$ cat config.mk
export PLATFORM = sky130hd
export DESIGN_NAME = xunit
export DESIGN_NICKNAME = d
export VERILOG_FILES = /design/src/rtl/xu_pkg.sv /design/src/rtl/xu_decode.sv /design/src/rtl/xu_bypass.sv /design/src/rtl/xu_fuse.sv /design/src/rtl/xunit.sv
export SDC_FILE = /design/constraint.sdc
export NUM_CORES = 2
export LEC_CHECK = 0
export BUFFER_PORTS_ARGS = -buffer_cell sky130_fd_sc_hd__buf_2
export CORE_AREA = 2 2 329 168
export DETAILED_ROUTE_END_ITERATION = 16
export DIE_AREA = 0 0 331 170
export GPL_TIMING_DRIVEN = 0
export HOLD_SLACK_MARGIN = 0.05
export PLACE_DENSITY_LB_ADDON = 0.15
export RECOVER_POWER = 100
export SLEW_MARGIN = 20
export SYNTH_ARGS = -nofsm -noshare
export SYNTH_HDL_FRONTEND = slang
export SYNTH_SLANG_ARGS = --single-unit
$ cat constraint.sdc
create_clock -name clk -period 18.8 [get_ports clk]
set_clock_uncertainty 0.2 [all_clocks]
set_input_delay 1.88 -clock clk [delete_from_list [all_inputs] [get_ports clk]]
set_output_delay 1.88 -clock clk [all_outputs]
set_load 0.01 [all_outputs]
$ cat src/rtl/xu_pkg.sv
package xu_pkg;
    localparam int XU_IW    = 32;
    localparam int XU_RIW   = 4;
    localparam logic [15:0] XU_PREFIX    = 16'h0D54;
    localparam logic [3:0]  XU_SUB_FUSED = 4'h2;
    localparam logic [19:0] XU_MATCH     = {XU_PREFIX, XU_SUB_FUSED};

    typedef struct packed {
        logic [XU_RIW-1:0] rd;
        logic [XU_RIW-1:0] rn;
        logic [XU_RIW-1:0] rm;
    } xu_fields_t;
endpackage

$ cat src/rtl/xu_decode.sv
module xu_decode
    import xu_pkg::*;
(
    input  logic             instr_valid,
    input  logic [XU_IW-1:0] instr,
    output logic             match,
    output xu_fields_t       fields
);
    localparam int KEY_LSB = XU_IW - $bits(XU_MATCH);

    always_comb begin
        match     = instr_valid && (instr[XU_IW-1:KEY_LSB] == XU_MATCH);
        fields.rd = instr[3*XU_RIW-1:2*XU_RIW];
        fields.rn = instr[2*XU_RIW-1:XU_RIW];
        fields.rm = instr[XU_RIW-1:0];
    end
endmodule

$ cat src/rtl/xu_bypass.sv
module xu_bypass #(
    parameter int XLEN = 32,
    parameter int RIW  = 4
) (
    input  logic [RIW-1:0]  idx,
    input  logic [XLEN-1:0] base,
    input  logic            src_valid,
    input  logic [RIW-1:0]  src_idx,
    input  logic [XLEN-1:0] src_data,
    output logic [XLEN-1:0] val
);
    always_comb begin
        val = (src_valid && (src_idx == idx)) ? src_data : base;
    end
endmodule

$ cat src/rtl/xu_fuse.sv
module xu_fuse #(
    parameter int XLEN = 32
) (
    input  logic [XLEN-1:0] a,
    input  logic [XLEN-1:0] b,
    input  logic [XLEN-1:0] acc,
    output logic [XLEN-1:0] d
);
    logic [XLEN-1:0] prod;
    logic [XLEN-1:0] shsum;

    always_comb begin
        prod  = a * b;
        shsum = (a << 2) + (b >> 1);
        d     = prod + shsum + acc;
    end
endmodule

$ cat src/rtl/xunit.sv
module xunit
    import xu_pkg::*;
#(
    parameter int XLEN = 32
) (
    input  logic              clk,
    input  logic              rst_n,
    input  logic              stall,
    input  logic              instr_valid,
    input  logic [XU_IW-1:0]  instr,
    output logic [XU_RIW-1:0] rs_idx_a,
    output logic [XU_RIW-1:0] rs_idx_b,
    input  logic [XLEN-1:0]   rs_data_a,
    input  logic [XLEN-1:0]   rs_data_b,
    input  logic              fwd_valid,
    input  logic [XU_RIW-1:0] fwd_idx,
    input  logic [XLEN-1:0]   fwd_data,
    output logic              wb_valid,
    output logic [XU_RIW-1:0] wb_idx,
    output logic [XLEN-1:0]   wb_data
);
    localparam int NOPS = 2;

    typedef struct packed {
        logic                       de_valid;
        xu_fields_t                 de_f;
        logic [NOPS-1:0][XLEN-1:0]  de_op;
        logic                       wb_valid;
        logic [XU_RIW-1:0]          wb_idx;
        logic [XLEN-1:0]            wb_data;
        logic [XLEN-1:0]            acc;
    } xu_state_t;

    xu_state_t st_d, st_q;

    logic       dc_match;
    xu_fields_t dc_f;

    logic                      src_valid;
    logic [XU_RIW-1:0]         src_idx;
    logic [XLEN-1:0]           src_data;

    logic [NOPS-1:0][XU_RIW-1:0] dc_idx;
    logic [NOPS-1:0][XLEN-1:0]   dc_base;
    logic [NOPS-1:0][XLEN-1:0]   dc_val;
    logic [NOPS-1:0][XU_RIW-1:0] ex_idx;
    logic [NOPS-1:0][XLEN-1:0]   ex_val;

    logic [XLEN-1:0] ex_result;

    // internal views for the bound checker
    logic              de_valid_q;
    logic [XU_RIW-1:0] de_rd_q;
    logic [XLEN-1:0]   acc_q;

    xu_decode u_dec (
        .instr_valid (instr_valid),
        .instr       (instr),
        .match       (dc_match),
        .fields      (dc_f)
    );

    // writeback-stage source: own pending result wins over the core's
    always_comb begin
        src_valid = st_q.wb_valid || fwd_valid;
        src_idx   = st_q.wb_valid ? st_q.wb_idx  : fwd_idx;
        src_data  = st_q.wb_valid ? st_q.wb_data : fwd_data;
    end

    assign dc_idx[0]  = dc_f.rn;
    assign dc_idx[1]  = dc_f.rm;
    assign dc_base[0] = rs_data_a;
    assign dc_base[1] = rs_data_b;
    assign ex_idx[0]  = st_q.de_f.rn;
    assign ex_idx[1]  = st_q.de_f.rm;

    for (genvar g = 0; g < NOPS; g++) begin : g_opnd
        xu_bypass #(.XLEN(XLEN), .RIW(XU_RIW)) u_byp_dc (
            .idx       (dc_idx[g]),
            .base      (dc_base[g]),
            .src_valid (src_valid),
            .src_idx   (src_idx),
            .src_data  (src_data),
            .val       (dc_val[g])
        );
        xu_bypass #(.XLEN(XLEN), .RIW(XU_RIW)) u_byp_ex (
            .idx       (ex_idx[g]),
            .base      (st_q.de_op[g]),
            .src_valid (src_valid),
            .src_idx   (src_idx),
            .src_data  (src_data),
            .val       (ex_val[g])
        );
    end

    xu_fuse #(.XLEN(XLEN)) u_fuse (
        .a   (ex_val[0]),
        .b   (ex_val[1]),
        .acc (st_q.acc),
        .d   (ex_result)
    );

    always_comb begin
        st_d          = st_q;
        st_d.wb_valid = 1'b0;
        if (stall) begin
            // hold the waiting instruction, keep its operands current
            st_d.de_op = ex_val;
        end else begin
            if (st_q.de_valid) begin
                st_d.wb_valid = 1'b1;
                st_d.wb_idx   = st_q.de_f.rd;
                st_d.wb_data  = ex_result;
                st_d.acc      = ex_result;
            end
            st_d.de_valid = dc_match;
            st_d.de_f     = dc_f;
            st_d.de_op    = dc_val;
        end
    end

    always_ff @(posedge clk) begin
        if (!rst_n) begin
            st_q <= '0;
        end else begin
            st_q <= st_d;
        end
    end

    assign rs_idx_a   = dc_f.rn;
    assign rs_idx_b   = dc_f.rm;
    assign wb_valid   = st_q.wb_valid;
    assign wb_idx     = st_q.wb_idx;
    assign wb_data    = st_q.wb_data;
    assign de_valid_q = st_q.de_valid;
    assign de_rd_q    = st_q.de_f.rd;
    assign acc_q      = st_q.acc;
endmodule

==> impl_metrics.yaml <==
floorplanning:
  die_w_um: 331
  die_area_sq_mm: 0.0563
  ioPinCount: 182
  core_sq_mm: 0.0533
  start_util_pct: 44.7
  die_h_um: 170
  fp-row-count: 60
final_layout:
  layout_commonest_cell: "inv_1"
  nets: 3807
  antenna_cells: 0
  drive_above_1_share_pct: 7.96
  nFillCells: 5423
  fin_util_pct: 49.0
  final_cell_mix: "594 x inv_1, 496 x fa_1, 473 x nor2_1"
  areaGrowthSynthToFinish_pct: 9.66
clock_tree:
  cts_resized: 0
  post-cts-setup-buffer-count: 0
  insertion_delay_ns: 0.44
  cts_buffers: 17
  cts-hold-fix-buffers: 0
  cts_num_sinks: 114
  h-tree-depth: 4
  clock_path_buffers: 2
  root_buffer: "clkbuf_16"
  clk_pin_slew_ns: 0.07
  cts_tree: "done"
grt:
  grt_max_degree: 17
  use_met1_pct: 51.4
  use_met2_pct: 51.9
  antenna_found_initial: 4
  grt_use_total_pct: 35.6
  grt_pass1_vias: 21000
  met3_usage_pct: 11.5
  grt-ovfl-total: 0
  grt.busiest_layer: "met2"
  grt_pass1_wl_um: 142000
critical_path:
  crit_top_cell: "fa_1"
  r2r_setup_slack_ns: 4.30
  critPathRequiredTime_ns: 18.96
  rr_worst_depth: 33
  crit_family: "buffers and inverters"
  crit_path_end_kind: "flip-flop"
  start_kind: "flip-flop"
  regToRegEndpoint: "acc_q[31]$_SDFFE_PN0P_"
  crit_end: "acc_q[31]$_SDFFE_PN0P_"
  slowest_delay_ns: 1.52
  r2r-start: "wb_valid$_SDFF_PP0_"
  worst-path-stages: 33
  crit_type: "flip-flop to flip-flop"
  arrival_ns: 14.67
  path_max_fanout: 10
  startpoint: "wb_valid$_SDFF_PP0_"
  slowest_stage: "a21oi_1"
  crit_buf_inv: 10
route:
  drtIter0Drc: 2297
  ant_nets: 0
  drc: 0
  wl_per_cell_um: 25.8
  vias_per_cell: 5.54
  vias: 20900
  dr.pass1.iters: 6
  totalWireLength_um: 97200
synthesis:
  netlist_instances: 2841
  synth_edf_count: 0
  synth-main-ff-cell: "dfxtp_1"
  netlist_area_sq_mm: 0.0238
  seq_area_frac_synth_pct: 9.58
  ys_warn_count: 0
  ys_seq_elements: 114
  syn-num-nets: 3607
  synthArstFlopShare_pct: 0
  avgSynthCellArea_sq_um: 8.39
  synth_cell_types: 65
power:
  seqPwrFrac_pct: 13.0
  powerDensity_mw_per_mm2: 75.1
  p_clk_share_pct: 17.0
  p_leak_nw: 12.1
  sw_frac_of_total_pct: 51.4
  ir_drop_uv: 123
  switchingPower_w: 0.00101
  power_frac_comb_pct: 70.0
  internal_power_w: 0.000955
placement:
  io_buffers: 179
  hpwl_um: 80900
  gp_congestion: 1.02
timing:
  setup_viol: 0
  final-hold-violation-count: 0
  fmax_mhz: 68.9
  tightest_slew_ns: 2.01
  period_share_pct: 77.2
  slew_headroom_pct: -33.8
  slew_violations: 11
  min_period_ns: 14.50
  grt_setup_unrepaired: "false"
  final.setup.tns_ns: 0
flow_run:
  cap_violations: 1
outcome:
  violations: "max-capacitance violations, max-slew violations"
  status: "finished with violations"
hold_path:
  worstHoldPathType: "flip-flop to flip-flop"
  min_from: "de_rd_q[2]$_SDFFE_PN0N_"
through the flow:
step | setup slack [ns] | hold slack, ns | cell area [sq um] | total power [W] | std cells
3_5_place_dp | 5.38 | 0.244 | 25700 | 0.00161 | 3735
6_report | 4.30 | 0.252 | 26100 | 0.00196 | 3767
3_3_place_gp | 5.38 | 0.239 | 25600 | 0.00161 | 3733
2_1_floorplan | 8.34 | 0.232 | 23800 | 0.00118 | 2841
5_1_grt | 4.20 | 0.274 | 26100 | 0.00212 | 3767
4_1_cts | 5.85 | 0.255 | 26200 | 0.00195 | 3767
sequential cells by signal (all words and copies together) (netlist names):
name	cells
acc_q	32
wb_idx	4
wb_valid	1
de_rd_q	4
st_q	64
de_valid_q	1
ex_idx	8
tightest hold or removal path: cells and delay by family, from the launching register on:
kind | cells | cell delay, ns
AO/OA/AOI/OAI | 1 | 0.05
AND/OR/NAND/NOR | 1 | 0.05
flip-flops | 1 | 0.31
per-layer routing:
metal / vias to the layer above / wire [um]
met4: 0 / 2400
met1: 10700 / 41900
met5: - / 0
li1: 8911 / -
met3: 138 / 12300
met2: 1137 / 40600
Yosys cell counts (all sizes together), types with 3 or more instances:
cell      n  share of area, %
a211o     6              0.22
a211oi   59               1.9
a21o     42               1.3
a21oi   139               3.0
and2      4              0.10
and3      5              0.13
buf      36              0.99
clkbuf  114               1.8
clkinv   10              0.16
dfxtp   114               9.6
fa      496                42
ha      133               7.0
inv     610               9.6
mux2      4              0.19
mux2i    52               2.3
nand2   287               4.5
nand2b    5              0.13
nand3    13              0.27
nand3b    4              0.13
nor2    476               7.5
nor2b     5              0.13
nor3     55               1.3
nor4      4              0.10
o211ai    3             0.094
o21a      5              0.16
o21ai    32              0.67
o21bai    5              0.16
or2       3             0.079
or3       3             0.079
xnor2    76               2.8
xnor3     6              0.57
xor2     11              0.40
layout make-up:
class	count	area [sq um]	area share (%)
multi-input cells	1957	18600	71.0
inverters	620	2330	8.90
flip-flops and latches	114	2280	8.73
well taps	713	892	3.41
repair buffers	181	847	3.24
plain buffers	150	651	2.49
clock buffers	20	457	1.75
clock inverters	12	121	0.464
power by group through the flow:
| stage | clock network [W] | logic, W | registers [W] |
|---|---|---|---|
| 2_1_floorplan | 0 | 0.000919 | 0.000260 |
| 3_3_place_gp | 0 | 0.00135 | 0.000261 |
| 3_5_place_dp | 0 | 0.00135 | 0.000261 |
| 4_1_cts | 0.000332 | 0.00136 | 0.000256 |
| 5_1_grt | 0.000342 | 0.00152 | 0.000257 |
| 6_report | 0.000333 | 0.00137 | 0.000256 |
cell families (layout without fill, tap and decap cells):
| logic type | Yosys count | count (layout) | synth area share, % |
|---|---|---|---|
| AOI/OAI and AO/OA | 305 | 305 | 8.03 |
| xor gates and xnor gates | 93 | 93 | 3.80 |
| adders and majority gates | 629 | 629 | 48.6 |
| buffers and inverters | 770 | 983 | 12.6 |
| DFF | 114 | 114 | 9.58 |
| muxes | 56 | 56 | 2.49 |
| and+or+nand+nor | 874 | 874 | 14.9 |
worst min path at each step:
stage               slack [ns]  cells after the start                     end
finish                    0.25                      2  wb_idx[2]$_SDFFE_PN0P_
global route              0.27                      2  wb_idx[2]$_SDFFE_PN0P_
CTS                       0.25                      2  wb_idx[2]$_SDFFE_PN0P_
detailed placement        0.24                      2  wb_idx[2]$_SDFFE_PN0P_
global placement          0.24                      2  wb_idx[2]$_SDFFE_PN0P_
floorplan                 0.23                      2  wb_idx[2]$_SDFFE_PN0P_
Power figures use the tool's default switching activity.
